## src/rtl/prbs_gen_pkg.sv

```systemverilog
package prbs_gen_pkg;
  localparam int unsigned WORD_W   = 8;
  localparam int unsigned STATE_W  = 31;
  localparam int unsigned NUM_PRBS = 4;
  localparam int unsigned SEL_W    = $clog2(NUM_PRBS);

  // register length of sequence idx
  function automatic int unsigned prbs_len(input int unsigned idx);
    case (idx)
      0:       return 7;
      1:       return 15;
      2:       return 23;
      default: return 31;
    endcase
  endfunction

  // second feedback tap of sequence idx
  function automatic int unsigned prbs_tap(input int unsigned idx);
    case (idx)
      0:       return 6;
      1:       return 14;
      2:       return 18;
      default: return 28;
    endcase
  endfunction

  // bits covered by the active register length
  function automatic logic [STATE_W-1:0] prbs_mask(input int unsigned len);
    logic [STATE_W-1:0] m;
    m = '0;
    for (int i = 0; i < STATE_W; i++) begin
      if (i < len) m[i] = 1'b1;
    end
    return m;
  endfunction

  // two-bit mask selecting the feedback taps
  function automatic logic [STATE_W-1:0] prbs_taps(input int unsigned idx);
    logic [STATE_W-1:0] m;
    m = '0;
    for (int i = 0; i < STATE_W; i++) begin
      if (i == prbs_len(idx) - 1 || i == prbs_tap(idx) - 1) m[i] = 1'b1;
    end
    return m;
  endfunction

  // WORD_W sequence bits, earliest in bit 0
  function automatic logic [WORD_W-1:0] prbs_word(input logic [STATE_W-1:0] s,
                                                 input logic [STATE_W-1:0] taps);
    logic [STATE_W-1:0] st;
    logic [WORD_W-1:0]  w;
    logic               fb;
    st = s;
    w  = '0;
    for (int k = 0; k < WORD_W; k++) begin
      fb   = ^(st & taps);
      w[k] = fb;
      st   = {st[STATE_W-2:0], fb};
    end
    return w;
  endfunction

  // register state after WORD_W steps
  function automatic logic [STATE_W-1:0] prbs_next(input logic [STATE_W-1:0] s,
                                                  input logic [STATE_W-1:0] taps);
    logic [STATE_W-1:0] st;
    logic               fb;
    st = s;
    for (int k = 0; k < WORD_W; k++) begin
      fb = ^(st & taps);
      st = {st[STATE_W-2:0], fb};
    end
    return st;
  endfunction
endpackage

```

## src/rtl/prbs_lfsr_core.sv

```systemverilog
module prbs_lfsr_core
  import prbs_gen_pkg::*;
#(
  parameter logic [STATE_W-1:0] RESET_SEED = '1
) (
  input  logic               clk,
  input  logic               rst_n,
  input  logic [SEL_W-1:0]   sel,
  input  logic               advance,
  input  logic               reseed,
  output logic [WORD_W-1:0]  word_o,
  output logic               zero_o,
  output logic [STATE_W-1:0] state_o
);
  logic [STATE_W-1:0] state_q;
  logic [WORD_W-1:0]  cand_word [NUM_PRBS];
  logic [STATE_W-1:0] cand_next [NUM_PRBS];
  logic               cand_zero [NUM_PRBS];

  for (genvar g = 0; g < NUM_PRBS; g++) begin : g_seq
    localparam logic [STATE_W-1:0] TAPS = prbs_taps(g);
    localparam logic [STATE_W-1:0] MASK = prbs_mask(prbs_len(g));
    assign cand_word[g] = prbs_word(state_q, TAPS);
    assign cand_next[g] = prbs_next(state_q, TAPS);
    assign cand_zero[g] = ((state_q & MASK) == '0);
  end

  always_ff @(posedge clk) begin
    if (!rst_n)       state_q <= RESET_SEED;
    else if (reseed)  state_q <= '1;
    else if (advance) state_q <= cand_next[sel];
  end

  assign word_o  = cand_word[sel];
  assign zero_o  = cand_zero[sel];
  assign state_o = state_q;
endmodule

```

## src/rtl/prbs_user_pattern.sv

```systemverilog
module prbs_user_pattern
  import prbs_gen_pkg::*;
#(
  parameter int unsigned PAT_W = 40
) (
  input  logic                                 clk,
  input  logic                                 rst_n,
  input  logic                                 load,
  input  logic [PAT_W-1:0]                     pat_in,
  input  logic                                 restart,
  input  logic                                 advance,
  output logic [WORD_W-1:0]                    word_o,
  output logic [$clog2(PAT_W/WORD_W)-1:0]      ptr_o
);
  localparam int unsigned PAT_WORDS = PAT_W / WORD_W;
  localparam int unsigned PTR_W     = $clog2(PAT_WORDS);
  localparam logic [PTR_W-1:0] LAST_PTR  = PTR_W'(PAT_WORDS - 1);
  localparam logic [PTR_W-1:0] AFTER_LD  = PTR_W'(1 % PAT_WORDS);

  logic [PAT_W-1:0]  pat_q;
  logic [PTR_W-1:0]  ptr_q;
  logic [PTR_W-1:0]  ptr_inc;
  logic [WORD_W-1:0] slot [PAT_WORDS];

  for (genvar g = 0; g < PAT_WORDS; g++) begin : g_slot
    assign slot[g] = pat_q[g*WORD_W +: WORD_W];
  end

  assign ptr_inc = (ptr_q == LAST_PTR) ? '0 : ptr_q + 1'b1;

  always_ff @(posedge clk) begin
    if (!rst_n)    pat_q <= '0;
    else if (load) pat_q <= pat_in;
  end

  always_ff @(posedge clk) begin
    if (!rst_n)        ptr_q <= '0;
    else if (restart)  ptr_q <= '0;
    else if (load)     ptr_q <= advance ? AFTER_LD : '0;
    else if (advance)  ptr_q <= ptr_inc;
  end

  assign word_o = load ? pat_in[WORD_W-1:0] : slot[ptr_q];
  assign ptr_o  = ptr_q;
endmodule

```

## src/rtl/prbs_pattern_gen.sv

```systemverilog
module prbs_pattern_gen
  import prbs_gen_pkg::*;
#(
  parameter int unsigned        PAT_W      = 40,
  parameter logic [STATE_W-1:0] RESET_SEED = '1
) (
  input  logic              clk,
  input  logic              rst_n,
  input  logic              en,
  input  logic [2:0]        mode,
  input  logic [PAT_W-1:0]  pat_data,
  input  logic              pat_load,
  output logic [WORD_W-1:0] data_out,
  output logic              data_valid
);
  localparam int unsigned PTR_W      = $clog2(PAT_W / WORD_W);
  localparam logic [2:0]  MODE_RESET = 3'd0;

  logic [2:0]         mode_q;
  logic               mode_chg;
  logic               user_sel;
  logic               lfsr_zero;
  logic               zero_det;
  logic               lfsr_adv;
  logic               pat_adv;
  logic [WORD_W-1:0]  lfsr_word;
  logic [WORD_W-1:0]  pat_word;
  logic [STATE_W-1:0] lfsr_state;
  logic [PTR_W-1:0]   pat_ptr;
  logic [WORD_W-1:0]  data_q;
  logic               valid_q;

  always_ff @(posedge clk) begin
    if (!rst_n) mode_q <= MODE_RESET;
    else        mode_q <= mode;
  end

  assign mode_chg = (mode != mode_q);
  assign user_sel = mode_q[2];
  assign zero_det = lfsr_zero && !user_sel;
  assign lfsr_adv = en && !user_sel && !mode_chg && !zero_det;
  assign pat_adv  = en && user_sel && !mode_chg;

  prbs_lfsr_core #(.RESET_SEED(RESET_SEED)) u_lfsr (
    .clk     (clk),
    .rst_n   (rst_n),
    .sel     (mode_q[SEL_W-1:0]),
    .advance (lfsr_adv),
    .reseed  (mode_chg || zero_det),
    .word_o  (lfsr_word),
    .zero_o  (lfsr_zero),
    .state_o (lfsr_state)
  );

  prbs_user_pattern #(.PAT_W(PAT_W)) u_pat (
    .clk     (clk),
    .rst_n   (rst_n),
    .load    (pat_load),
    .pat_in  (pat_data),
    .restart (mode_chg),
    .advance (pat_adv),
    .word_o  (pat_word),
    .ptr_o   (pat_ptr)
  );

  always_ff @(posedge clk) begin
    if (!rst_n) begin
      data_q  <= '0;
      valid_q <= 1'b0;
    end else if (mode_chg) begin
      valid_q <= 1'b0;
    end else if (en && user_sel) begin
      data_q  <= pat_word;
      valid_q <= 1'b1;
    end else if (en && !zero_det) begin
      data_q  <= lfsr_word;
      valid_q <= 1'b1;
    end else begin
      valid_q <= 1'b0;
    end
  end

  assign data_out   = data_q;
  assign data_valid = valid_q;
endmodule

```

## config.mk

```make
export PLATFORM = sky130hd
export DESIGN_NAME = prbs_pattern_gen
export DESIGN_NICKNAME = d
export VERILOG_FILES = /design/src/rtl/prbs_gen_pkg.sv /design/src/rtl/prbs_lfsr_core.sv /design/src/rtl/prbs_user_pattern.sv /design/src/rtl/prbs_pattern_gen.sv
export SDC_FILE = /design/constraint.sdc
export NUM_CORES = 1
export LEC_CHECK = 0
export ABC_AREA = 1
export BUFFER_PORTS_ARGS = -buffer_cell sky130_fd_sc_hd__buf_2
export CAP_MARGIN = 30
export CORE_UTILIZATION = 30
export DETAILED_ROUTE_END_ITERATION = 10
export GPL_ROUTABILITY_DRIVEN = 0
export SLEW_MARGIN = 20
export SYNTH_ARGS = -nofsm -noshare
export SYNTH_HDL_FRONTEND = slang
export SYNTH_SLANG_ARGS = --single-unit
```

## constraint.sdc

```tcl
create_clock -name clk -period 2.77 [get_ports clk]
set_clock_uncertainty 0.1 [all_clocks]
set_input_delay 0 -clock clk [delete_from_list [all_inputs] [get_ports clk]]
set_output_delay 0 -clock clk [all_outputs]
set_load 0.01 [all_outputs]
```

# Yosys cells after proc, flatten, opt, wreduce, memory -nomap -nowiden
# Index checks and enable logic that the tools add are counted.
dict set report classes {
  n_addsub 1
  order_cmp 2
  eq_ne 2
  mux 21
  n_bitwise 4
  n_reduce_logical 52
}
# operator count
set op_table {}
lappend op_table {{parity 31 bit} 32}
lappend op_table {{zero test 31 bit} 4}
lappend op_table {{binary-select mux 31 bit (select 2 bit)} 1}
lappend op_table {{two-way mux 31 bit} 2}
lappend op_table {{two-way mux 8 bit} 7}
lappend op_table {{binary-select mux 8 bit (select 3 bit)} 1}
lappend op_table {{binary-select mux 8 bit (select 2 bit)} 1}
lappend op_table {{two-way mux 3 bit} 3}
lappend op_table {{logical AND 1 bit} 7}
lappend op_table {{two-way mux 1 bit} 5}
lappend op_table {{>= comparator 4 bit, second input constant} 1}
lappend op_table {{NOT 3 -> 4 bit} 1}
lappend op_table {{nonzero test 2 bit} 2}
lappend op_table {{OR reduction 2 bit} 2}
lappend op_table {{adder 3 x 1 -> 3 bit, second input constant} 1}
lappend op_table {{== test 3 bit, second input constant} 1}
lappend op_table {{>= comparator 3 bit, second input constant} 1}
lappend op_table {{zero test 1 bit} 3}
lappend op_table {{inequality test 3 bit} 1}
lappend op_table {{NOT 2 -> 3 bit} 1}
lappend op_table {{binary-select mux 1 bit (select 2 bit)} 1}
lappend op_table {{NOT 1 bit} 2}
lappend op_table {{AND reduction 2 bit} 1}
lappend op_table {{logical OR 1 bit} 1}
dict set report word_totals {
  ff_bits 86
  input_bits 47
  output_inout_bits 9
  wordCells 88
}

# Logic depth before layout (Yosys ltp)
dict set report logic_depth {
  ltp_word 9
  depth_mapped 12
  depth_no_buf 11
}

# Modules after synthesis
# A second synthesis with hierarchy kept.
dict set report hier_totals {
  hier_cells 691
  area_unflattened_um2 4583.1
}
# module instances cells_each area_each_um2 seq_area_each_um2
set by_module_without_submodules {}
lappend by_module_without_submodules {prbs_user_pattern 1 292 1994.4 860.8}
lappend by_module_without_submodules {prbs_lfsr_core 1 273 1839.3 620.6}
lappend by_module_without_submodules {prbs_pattern_gen 1 126 749.5 240.2}

# Worst setup path after synthesis
# Ideal clock, no wire load.
dict set report synth_timing {
  path_kind {register to register}
  start {register u_lfsr.state_q[6], in the netlist u_lfsr.state_o[6]}
  end {register u_lfsr.state_q[10], in the netlist u_lfsr.state_o[10]}
  setup_ns 0.125
  arrival_time_ns 1.392
  required_ns 2.545
  path_slack_ns 1.153
  path_stages_with_launch 12
  path_buffers 1
  synth_period_minus_slack_ns 1.617
  path_cell_list {dfxtp_1 inv_1 ha_1 nand2_1 inv_1 nand4_1 a21oi_1 nand2_1 nand2_1 nor2_1 buf_2 nand3_1}
}
dict set report synth_between {
  elab_chain_len 7
  elab_cells_between_ends 12
  cone_classes {mux: 3; reduce/logical: 9}
}
# item line
set synth_lines {}
lappend synth_lines {{from (decl)} prbs_lfsr_core.sv:15} ;# logic [STATE_W-1:0] state_q;
lappend synth_lines {{from (signal assigned)} prbs_lfsr_core.sv:31} ;# else if (advance) state_q <= cand_next[sel];
lappend synth_lines {{zero test 31 bit} prbs_lfsr_core.sv:25} ;# assign cand_zero[g] = ((state_q & MASK) == '0);
lappend synth_lines {{binary-select mux 1 bit (select 2 bit) (*)} prbs_lfsr_core.sv:35} ;# assign zero_o = cand_zero[sel];
lappend synth_lines {{two-way mux 1 bit (not written as such) (*) (2 in a row)} prbs_lfsr_core.sv:35}
lappend synth_lines {{logical AND 1 bit (*)} prbs_pattern_gen.sv:40} ;# assign zero_det = lfsr_zero && !user_sel;
lappend synth_lines {{logical OR 1 bit / zero test 1 bit (equally long branches)} {prbs_pattern_gen.sv:49, prbs_pattern_gen.sv:41}}
lappend synth_lines {{OR reduction 2 bit (no source line) / logical AND 1 bit (equally long branches)} -}
# Mark *: on every way between the ends. The rest lies on a longest branch, timed or not. The select of a mux whose other input is x is not followed.
# A chain may end at the register's enable or synchronous reset.

# Worst setup path after layout
dict set report layout_timing {
  start {register u_lfsr.state_q[6], in the netlist u_lfsr.state_o[6]}
  end {register u_lfsr.state_q[11], in the netlist u_lfsr.state_o[11]}
}
# The elaborated chain is that of the path after synthesis.

==> impl_metrics.tcl <==
set metrics [dict create \
    status "finished, final reports clean" \
    hold_viol 0 \
    cts_buffers 9 \
    ys_ff_latch 86 \
    use_met2_pct 26.10 \
    hold_start "pat_load" \
    ctsResizeCount 0 \
    first_iter_violations 406 \
    fin_crit_ps 2101 \
    whs_path_depth 4 \
    area_growth_pct 25.01 \
    wl_per_cell_um 13.17 \
    cp-end-kind "flop" \
    slew_headroom_pct 59.05 \
    p_leak_nw 2.928 \
    fin_nets 846 \
    portBuffers 55 \
    synth_area_um2 4518 \
    cts.path.max_buffers 2 \
    clock.fmax_mhz 475.9 \
    clkLatencyLatePin_ps 340 \
    die-area_um2 15560 \
    r2r_cells 10 \
    worst_pin_slew_ps 612.7 \
    syn_nets 761 \
    core_area_um2 14590 \
    cts_setup_buffers 0 \
    start_util_pct 30.97 \
    grt_pass1_wl_mm 21.87 \
    clock_sinks 86 \
    h-tree-depth 3 \
    drv_slew 0 \
    avgViaCountPerCell 4.688 \
    busiest_layer "met2" \
    layout-drive-gt1-share_pct 10.69 \
    dr.pass1.iters 5 \
    clk_pin_slew_ps 70 \
    synth_top_area_share_pct 38.11 \
    r2r-start "u_lfsr.state_o[6]$_SDFFE_PP1P_" \
    syn_area_per_cell_um2 6.409 \
    antenna_cells 0 \
    maxCapViolCount 0 \
    drt-total-wl_mm 12.89 \
    finalCritPeriodShare_pct 75.86 \
    hold-path-endpoint "u_pat.pat_q[39]$_SDFFE_PN0P_" \
    setup-tns-final_ps 0 \
    dpl_cell_area_um2 4938 \
    die_h_um 124.7 \
    grtUsageMet1_pct 24.01 \
    root_buffer "clkbuf_16" \
    grt_use_total_pct 17.33 \
    power_density_nw_per_um2 489.8 \
    min_path_type "input port to flop" \
    io-pin-count 56 \
    postLayoutCellArea_um2 5648 \
    tritoncts "yes" \
    critPathMaxFanout 43 \
    rows 44 \
    num_vias 4590 \
    reg2reg_to "u_lfsr.state_o[11]$_SDFFE_PP1P_" \
    startpoint_type "flop" \
    arrival_ps 2280 \
    final_cells 979 \
    antenna_found_initial 0 \
    hpwl_mm 8.662 \
    setup_viol 0 \
    critPathKind "flop to flop" \
    drc 0 \
    synth_warnings 0 \
    rsz0062_at_grt "false" \
    hold-worst-slack_ps 32.88 \
    synth_area_leaders "dfxtp_1 (38%), nand2_1 (18%), nand3_1 (16%)" \
    dp.cells 919 \
    grt_use_met3_pct 3.351 \
    seq_area_frac_synth_pct 38.11 \
    synth_area_leader_cell "dfxtp_1" \
    ant_nets 0 \
    grt.overflow.total 0 \
    cp.required_ps 2950 \
    ir_worst_vdd_v 0.0003221 \
    synth_cell_types 23 \
    r2r_setup_slack_ps 670 \
    die_w_um 124.7 \
    grt_pass1_vias 4426 \
    grt_max_degree 44 \
    netlist_instances 705 \
]
## per-stage QoR
| stage | util (%) | total power, mW | setup WS [ps] |
|---|---|---|---|
| after floorplan | - | 1.526 | 1153 |
| after global placement | 33.85 | 1.623 | 664.7 |
| after detailed placement | 33.85 | 1.623 | 718.8 |
| after CTS | 38.71 | 2.785 | 700.5 |
| after global routing | 38.71 | 2.891 | 523.1 |
| final | 38.71 | 2.766 | 668.8 |
## routing by layer
layer	wire length (µm)	part of all wire (%)
met1	6309	49
met2	5503	43
met3	692	5.4
met4	386	3.0
met5	0	0
## cells by family after synthesis
logic type	synth area share [%]
AOI/OAI and AO/OA	10.33
and+or+nand+nor	37.36
DFF	38.11
buffers and inverters	11.13
xor gates and xnor gates	0.5817
adders and majority gates	2.492
## cells in the mapped netlist
master and number:
nand2_1 214, nand3_1 143, dfxtp_1 86, inv_1 79, a21oi_1 54, nor2_1 33, o21ai_0 29, buf_2 21
clkbuf_1 11, ha_1 9, buf_4 4, clkinv_1 4, a22oi_1 3, nand4_1 3, xnor2_1 3, a21boi_0 2
a31oi_1 1, buf_1 1, buf_6 1, nor2_4 1, nor3_1 1, nor3_2 1, o211ai_1 1
## flip-flops by register name, indices dropped and copies added (netlist names)
| register | count |
|---|---|
| u_lfsr.state_o | 31 |
| data_valid | 1 |
| u_pat.ptr_o | 3 |
| u_pat.pat_q | 40 |
| data_out | 8 |
| mode_q | 3 |
## critical path: stages (launching register included)
cell	delay, ps
dfxtp_1	430
inv_1	110
ha_1	200
nand2_1	50
inv_1	40
nand4_1	60
a21oi_1	70
nand2_1	180
buf_4	430
nand3_1	230
nand3_1	130
## cells in the final DEF, fill, tap and decap left out, types with 2 or more instances in the layout
cell type      instances
o21ai_0               29
nor2_1                32
nand3_1              143
a21oi_1               54
dlygate4sd3_1         44
clkbuf_16              9
buf_2                 55
buf_4                 13
a21boi_0               2
a22oi_1                3
ha_1                   9
nand4_1                3
xnor2_1                3
clkinvlp_4             2
clkinv_1               4
dfxtp_1               86
inv_1                 78
nand2_1              214
clkbuf_1               3
## layout make-up
| class | instances | area (µm²) |
|---|---|---|
| clock buffers | 12 | 236.5 |
| multi-input cells | 498 | 2302 |
| inverters | 83 | 311.5 |
| repair buffers | 112 | 813.3 |
| fillers | 1524 | 8941 |
| flip-flops and latches | 86 | 1722 |
| clock inverters | 4 | 32.53 |
| well taps | 184 | 230.2 |
## power breakdown
group          internal (mW)  total [mW]  switching (mW)
sequential              1.28        1.31          0.0221
clock                  0.614        1.12           0.505
combinational          0.150       0.341           0.192
total                   2.05        2.77           0.719
## worst max path at each step
stage	from	endpoint	cells after the start
detailed placement	u_lfsr.state_o[12]$_SDFFE_PP1P_	data_out[6]$_SDFFE_PN0P_	11
global placement	u_lfsr.state_o[6]$_SDFFE_PP1P_	u_lfsr.state_o[11]$_SDFFE_PP1P_	10
finish	u_lfsr.state_o[6]$_SDFFE_PP1P_	u_lfsr.state_o[11]$_SDFFE_PP1P_	10
CTS	u_lfsr.state_o[12]$_SDFFE_PP1P_	data_out[6]$_SDFFE_PN0P_	11
global route	mode_q[0]$_SDFF_PN0_	data_out[6]$_SDFFE_PN0P_	9
floorplan	u_lfsr.state_o[6]$_SDFFE_PP1P_	u_lfsr.state_o[10]$_SDFFE_PP1P_	11
## what timing repair did
item	CTS	global route
hold endpoints to repair	44	0
hold buffers	44	0
endpoints found under the setup margin	0	0
Note: power is estimated with default switching activity, not from simulation.
